## src/rtl/vfd_scan_pkg.sv

```systemverilog
package vfd_scan_pkg;

    typedef enum logic [2:0] {
        SC_SAMPLE,
        SC_BUILD,
        SC_CLK_LOW,
        SC_CLK_HIGH,
        SC_TAIL,
        SC_LATCH,
        SC_DWELL
    } scan_state_t;

    localparam int DUTY_W     = 4;
    localparam int DUTY_STEPS = 1 << DUTY_W;

endpackage

```

## src/rtl/vfd_frame_build.sv

```systemverilog
module vfd_frame_build #(
    parameter int NUM_GRIDS  = 3,
    parameter int NUM_ANODES = 31,
    localparam int FRAME_W   = NUM_GRIDS + NUM_ANODES,
    localparam int GSEL_W    = (NUM_GRIDS > 1) ? $clog2(NUM_GRIDS) : 1
) (
    input  logic [GSEL_W-1:0]     dig,
    input  logic [NUM_ANODES-1:0] anodes,
    output logic [FRAME_W-1:0]    frame
);

    // MSB is the first bit on the wire (position 1)
    for (genvar g = 0; g < NUM_GRIDS; g++) begin : g_grid
        assign frame[FRAME_W-1-g] = (dig == GSEL_W'(g));
    end

    for (genvar j = 0; j < NUM_ANODES; j++) begin : g_anode
        assign frame[FRAME_W-1-NUM_GRIDS-j] = anodes[j];
    end

endmodule

```

## src/rtl/vfd_pace_timer.sv

```systemverilog
module vfd_pace_timer #(
    parameter int W = 8
) (
    input  logic         clk,
    input  logic         rst_n,
    input  logic         load,
    input  logic [W-1:0] val,
    output logic         done
);

    logic [W-1:0] cnt;

    always_ff @(posedge clk) begin
        if (!rst_n) begin
            cnt <= '0;
        end else if (load) begin
            cnt <= val;
        end else if (cnt != '0) begin
            cnt <= cnt - 1'b1;
        end
    end

    assign done = (cnt == '0);

endmodule

```

## src/rtl/vfd_dim_gate.sv

```systemverilog
module vfd_dim_gate
    import vfd_scan_pkg::*;
#(
    parameter int SLOT_CYC = 1000,
    localparam int CYC_W   = (SLOT_CYC > 1) ? $clog2(SLOT_CYC) : 1
) (
    input  logic              clk,
    input  logic              rst_n,
    input  logic              run,
    input  logic [DUTY_W-1:0] duty,
    output logic              en,
    output logic              done
);

    logic [CYC_W-1:0]  cyc;
    logic [DUTY_W-1:0] slot;
    logic              slot_end;

    assign slot_end = (cyc == CYC_W'(SLOT_CYC - 1));

    always_ff @(posedge clk) begin
        if (!rst_n || !run) begin
            cyc  <= '0;
            slot <= '0;
        end else if (slot_end) begin
            cyc  <= '0;
            slot <= slot + 1'b1;
        end else begin
            cyc <= cyc + 1'b1;
        end
    end

    assign en   = run && (slot < duty);
    assign done = run && slot_end && (slot == DUTY_W'(DUTY_STEPS - 1));

endmodule

```

## src/rtl/vfd_scan_ctrl.sv

```systemverilog
module vfd_scan_ctrl
    import vfd_scan_pkg::*;
#(
    parameter int NUM_GRIDS  = 3,
    parameter int NUM_ANODES = 31,
    parameter int HALF_CYC   = 50,
    parameter int STB_CYC    = 60,
    parameter int SLOT_CYC   = 1000
) (
    input  logic                            clk,
    input  logic                            rst_n,
    input  logic [NUM_GRIDS*NUM_ANODES-1:0] digit_pat,
    input  logic [3:0]                      duty,
    output logic                            ser_dout,
    output logic                            ser_clk,
    output logic                            ser_stb,
    output logic                            grid_en
);

    localparam int FRAME_W = NUM_GRIDS + NUM_ANODES;
    localparam int GSEL_W  = (NUM_GRIDS > 1) ? $clog2(NUM_GRIDS) : 1;
    localparam int BIT_W   = $clog2(FRAME_W);
    localparam int TMR_MAX = (HALF_CYC > STB_CYC) ? HALF_CYC : STB_CYC;
    localparam int TMR_W   = $clog2(TMR_MAX + 1);

    scan_state_t state, state_nx;

    logic [GSEL_W-1:0]               dig;
    logic [NUM_GRIDS*NUM_ANODES-1:0] pat_q;
    logic [DUTY_W-1:0]               duty_q;
    logic [FRAME_W-1:0]              sh;
    logic [BIT_W-1:0]                bitcnt;
    logic [NUM_ANODES-1:0]           anode_sel;
    logic [FRAME_W-1:0]              frame_w;
    logic                            tmr_load;
    logic [TMR_W-1:0]                tmr_val;
    logic                            tmr_done;
    logic                            dim_en;
    logic                            dim_done;
    logic                            last_bit;

    assign anode_sel = pat_q[int'(dig)*NUM_ANODES +: NUM_ANODES];
    assign last_bit  = (bitcnt == BIT_W'(FRAME_W - 1));

    vfd_frame_build #(
        .NUM_GRIDS (NUM_GRIDS),
        .NUM_ANODES(NUM_ANODES)
    ) u_frame (
        .dig   (dig),
        .anodes(anode_sel),
        .frame (frame_w)
    );

    vfd_pace_timer #(.W(TMR_W)) u_tmr (
        .clk  (clk),
        .rst_n(rst_n),
        .load (tmr_load),
        .val  (tmr_val),
        .done (tmr_done)
    );

    vfd_dim_gate #(.SLOT_CYC(SLOT_CYC)) u_dim (
        .clk  (clk),
        .rst_n(rst_n),
        .run  (state == SC_DWELL),
        .duty (duty_q),
        .en   (dim_en),
        .done (dim_done)
    );

    // state register
    always_ff @(posedge clk) begin
        if (!rst_n) begin
            state <= SC_SAMPLE;
        end else begin
            state <= state_nx;
        end
    end

    // next state and timer loads
    always_comb begin
        state_nx = state;
        tmr_load = 1'b0;
        tmr_val  = TMR_W'(HALF_CYC - 1);
        unique case (state)
            SC_SAMPLE: state_nx = SC_BUILD;
            SC_BUILD: begin
                state_nx = SC_CLK_LOW;
                tmr_load = 1'b1;
            end
            SC_CLK_LOW: begin
                if (tmr_done) begin
                    state_nx = SC_CLK_HIGH;
                    tmr_load = 1'b1;
                end
            end
            SC_CLK_HIGH: begin
                if (tmr_done) begin
                    state_nx = last_bit ? SC_TAIL : SC_CLK_LOW;
                    tmr_load = 1'b1;
                end
            end
            SC_TAIL: begin
                if (tmr_done) begin
                    state_nx = SC_LATCH;
                    tmr_load = 1'b1;
                    tmr_val  = TMR_W'(STB_CYC - 1);
                end
            end
            SC_LATCH: begin
                if (tmr_done) state_nx = SC_DWELL;
            end
            SC_DWELL: begin
                if (dim_done) state_nx = SC_SAMPLE;
            end
            default: state_nx = SC_SAMPLE;
        endcase
    end

    // datapath registers
    always_ff @(posedge clk) begin
        if (!rst_n) begin
            dig    <= '0;
            pat_q  <= '0;
            duty_q <= '0;
            sh     <= '0;
            bitcnt <= '0;
        end else begin
            unique case (state)
                SC_SAMPLE: begin
                    if (dig == '0) begin
                        pat_q  <= digit_pat;
                        duty_q <= duty;
                    end
                end
                SC_BUILD: begin
                    sh     <= frame_w;
                    bitcnt <= '0;
                end
                SC_CLK_HIGH: begin
                    if (tmr_done && !last_bit) begin
                        sh     <= {sh[FRAME_W-2:0], 1'b0};
                        bitcnt <= bitcnt + 1'b1;
                    end
                end
                SC_DWELL: begin
                    if (dim_done) begin
                        dig <= (dig == GSEL_W'(NUM_GRIDS - 1)) ? '0 : dig + 1'b1;
                    end
                end
                default: ;
            endcase
        end
    end

    // pin outputs
    always_comb begin
        ser_clk  = (state == SC_CLK_HIGH);
        ser_stb  = (state == SC_LATCH);
        grid_en  = dim_en;
        ser_dout = 1'b0;
        unique case (state)
            SC_CLK_LOW, SC_CLK_HIGH, SC_TAIL: ser_dout = sh[FRAME_W-1];
            default: ser_dout = 1'b0;
        endcase
    end

endmodule

```

## config.mk

```make
export PLATFORM = sky130hd
export DESIGN_NAME = vfd_scan_ctrl
export DESIGN_NICKNAME = d
export VERILOG_FILES = /design/src/rtl/vfd_scan_pkg.sv /design/src/rtl/vfd_frame_build.sv /design/src/rtl/vfd_pace_timer.sv /design/src/rtl/vfd_dim_gate.sv /design/src/rtl/vfd_scan_ctrl.sv
export SDC_FILE = /design/constraint.sdc
export NUM_CORES = 1
export LEC_CHECK = 0
export ABC_CLOCK_PERIOD_IN_PS = 4100
export CELL_PAD_IN_SITES_DETAIL_PLACEMENT = 0
export CELL_PAD_IN_SITES_GLOBAL_PLACEMENT = 1
export CORE_ASPECT_RATIO = 1.2
export CORE_MARGIN = 2
export CORE_UTILIZATION = 44
export CTS_CLUSTER_SIZE = 25
export DETAILED_ROUTE_END_ITERATION = 10
export PLACE_DENSITY = 0.91
export SYNTH_ARGS = -nofsm -noshare
export SYNTH_HDL_FRONTEND = slang
export SYNTH_SLANG_ARGS = --single-unit
export TNS_END_PERCENT = 20
```

## constraint.sdc

```tcl
create_clock -name clk -period 4.1 [get_ports clk]
set_input_delay 0.82 -clock clk [delete_from_list [all_inputs] [get_ports clk]]
set_output_delay 0.82 -clock clk [all_outputs]
set_load 0.005 [all_outputs]
```

==> key figures <==
Layout
  • # fillers: 1595
  • Layout cells sized above 1: 6.99%
  • ANT cells: 0
  • Final core occ: 54.3%
  • Cell area after layout: 9090 µm²
  • Final #Nets: 1054
  • Synth-to-Final Area Change: 22.3%

STA
  • Final slew viol count: 0
  • Period minus WS final: 3.26 ns
  • RSZ-0062 raised after global routing: no
  • Slew Limit Headroom: 29.6%
  • PnR worst setup slack: 0.836 ns
  • Final period utilization: 79.6%
  • Clock Skews: 0.0113 ns
  • Slew @ Worst Pin: 1.06 ns
  • Final setup violation count: 0
  • TNS Setup: 0 ns
  • Fin. Hold Viols: 0
  • Fmax: 0.306 GHz

Logic synthesis
  • YS warnings: 0
  • Synth unique cells: 61
  • Flops & latches, synth: 162
  • Syn avg cell area: 8.37 µm²
  • EDFF count, synth: 0
  • Mapped cell area: 7430 µm²
  • Count leader, synth: nand2_1
  • Top-area cell type share of the netlist area: 43.7%
  • Post-synth top cells: nand2_1 (229), dfxtp_1 (162), a21boi_0 (98), clkbuf_1 (56), nor2_1 (48)
  • Ys flop type: dfxtp_1
  • Mapped Nets: 996
  • Asr flop ratio synth: 0%
  • Main area contributors after synthesis: dfxtp_1 (44%), nand2_1 (12%), a21boi_0 (9.9%)
  • Synth Instances: 888
  • Yosys top cell by area: dfxtp_1
  • Part of the Yosys area used for sequential elements: 43.7%

Clock network
  • Post-CTS resize count: 0
  • Hold Buf Count CTS: 0
  • Sink Count: 162
  • H-tree levels: 4
  • Clk buf depth: 2
  • Worst skew pair latency: 0.43 ns
  • Post-CTS setup buffers: 0
  • CTS Root Cell: clkbuf_16
  • TritonCTS clock tree: built
  • Reg clk slew, reported paths: 0.06 ns
  • CTS Buf Count: 17

Placed design
  • Place WS: 1.32 ns
  • Detailed placement HPWL: 11600 µm
  • Port bufs: 102
  • RePlAce Congestion: 0.833
  • Post-placement cell area: 8480 µm²

Run status
  • Outcome: completed

Global routing
  • GRT Overall Usage: 20.1%
  • Largest net degree at the start of global routing: 98
  • First-pass GRT wire length: 28800 µm
  • Initial antenna violation count: 0
  • Vias in the first global route: 5818
  • Grt total ovfl: 0

Worst setup path
  • Crit Reg-Reg Startpoint: u_tmr.cnt[0]
  • Crit end category: output pin
  • Crit Path Class: flop to output pin
  • Worst endpoint required time: 3.28 ns
  • Worst-path fanout max: 19
  • Crit path launch type: flop
  • Worst reg2reg path depth: 7
  • Critical Path Start: state[2]
  • Crit path DAT: 2.44 ns
  • Reg2reg end: bitcnt[0]
  • R2R setup slack: 1.49 ns

Power and ir drop
  • Power per cell area: 525 nW/µm²
  • Worst VDD drop: 0.355 mV
  • Leak Pwr: 3.54 nW

Min path
  • HP Class: flop to flop
  • Worst Hold End: u_dim.cyc[0]
  • Hold_sp: u_dim.cyc[0]
  • Hold Path Cell Cnt: 1

Floorplanning
  • Core Area: 16700 µm²
  • Die Area: 17900 µm²
  • Die Wd: 123 µm
  • Initial Util: 44.4%
  • Die height: 146 µm
  • Cell row count: 52
  • Ports: 103

Detailed routing
  • Top layer in use: met4
  • Drt via density: 5.41
  • Detailed-routing iteration count for the pre-antenna-repair pass: 5
  • DRC violations left: 0
  • Final WL: 17700 µm
  • DRT met1 WL: 8290 µm
  • WL met3: 665 µm
  • Met2 Wirelength: 8560 µm
  • Post-DRT Antenna Nets: 0
  • DR vias: 6355
  • Average routed wire per standard cell: 15.1 µm
  • 1st-iter DRT viols: 467

Run
  • Max-cap violations: 0
stage by stage:
step | power, mW | hold WS, ns | instances
after floorplan | 2.87 | 0.418 | 888
after global placement | 3.17 | 0.434 | 1143
after detailed placement | 3.19 | 0.441 | 1143
after CTS | 4.81 | 0.457 | 1174
after global routing | 5.04 | 0.484 | 1174
final | 4.77 | 0.448 | 1174
placed cells by master, fill, tap and decap left out, types with 12 or more instances in the layout:
master	n
o211a_1	20
xnor2_1	12
a221oi_1	16
clkdlybuf4s50_1	101
nand4_1	15
a21boi_0	98
buf_4	13
clkbuf_16	17
mux2i_1	23
nor2_1	48
a21oi_1	21
o21ai_0	24
o221ai_1	12
o22ai_1	16
nand2_1	228
dfxtp_1	162
where the power goes:
group | internal [mW] | switching [mW] | leakage [nW] | total (mW)
Clock | 0.995 | 0.620 | 0.297 | 1.62
Combinational | 0.471 | 0.676 | 1.91 | 1.15
Sequential | 1.83 | 0.174 | 1.33 | 2.01
Total | 3.30 | 1.47 | 3.54 | 4.77
kinds of logic after synthesis:
| family | share of synthesized area, % |
|---|---|
| compound gates | 24.3 |
| xor+xnor | 1.89 |
| fa+ha+maj | 1.52 |
| buf+inv | 5.04 |
| flops | 43.7 |
| mux | 3.25 |
| simple gates | 20.4 |
flip-flops by register name, indices dropped and copies added (netlist names):
signal,count
bitcnt,6
dig,2
duty_q,4
pat_q,93
sh,34
state,3
u_dim.cyc,10
u_dim.slot,4
u_tmr.cnt,6
per-layer routing:
metal / track usage (%) / vias up
li1: - / 3203
met1: 26.5 / 2998
met2: 33.0 / 139
met3: 3.75 / 15
met4: 6.67 / 0
met5: 0 / -
critical path, cell delays in order, from the launching register on:
cell and delay (ns):
dfxtp_1 0.66, nand3b_1 0.21, clkinv_1 0.50, clkdlybuf4s50_1 0.65
layout make-up:
cell class	instances	area, µm²	share of cell area (%)
multi-input cells	640	3820	42.1
flip-flops and latches	162	3240	35.7
repair buffers	114	1110	12.2
clock buffers	20	467	5.14
well taps	216	270	2.97
clock inverters	11	135	1.49
inverters	11	41.3	0.454
how the worst max path moves through the flow:
| stage | endpoint | cells past startpoint | slack (ns) |
|---|---|---|---|
| 2_1_floorplan | ser_clk | 5 | 1.98 |
| 3_3_place_gp | ser_clk | 3 | 1.34 |
| 3_5_place_dp | ser_clk | 3 | 1.32 |
| 4_1_cts | ser_clk | 3 | 0.86 |
| 5_1_grt | ser_clk | 3 | 0.71 |
| 6_report | ser_clk | 3 | 0.84 |
No activity file was read; power rests on OpenSTA's default activity.
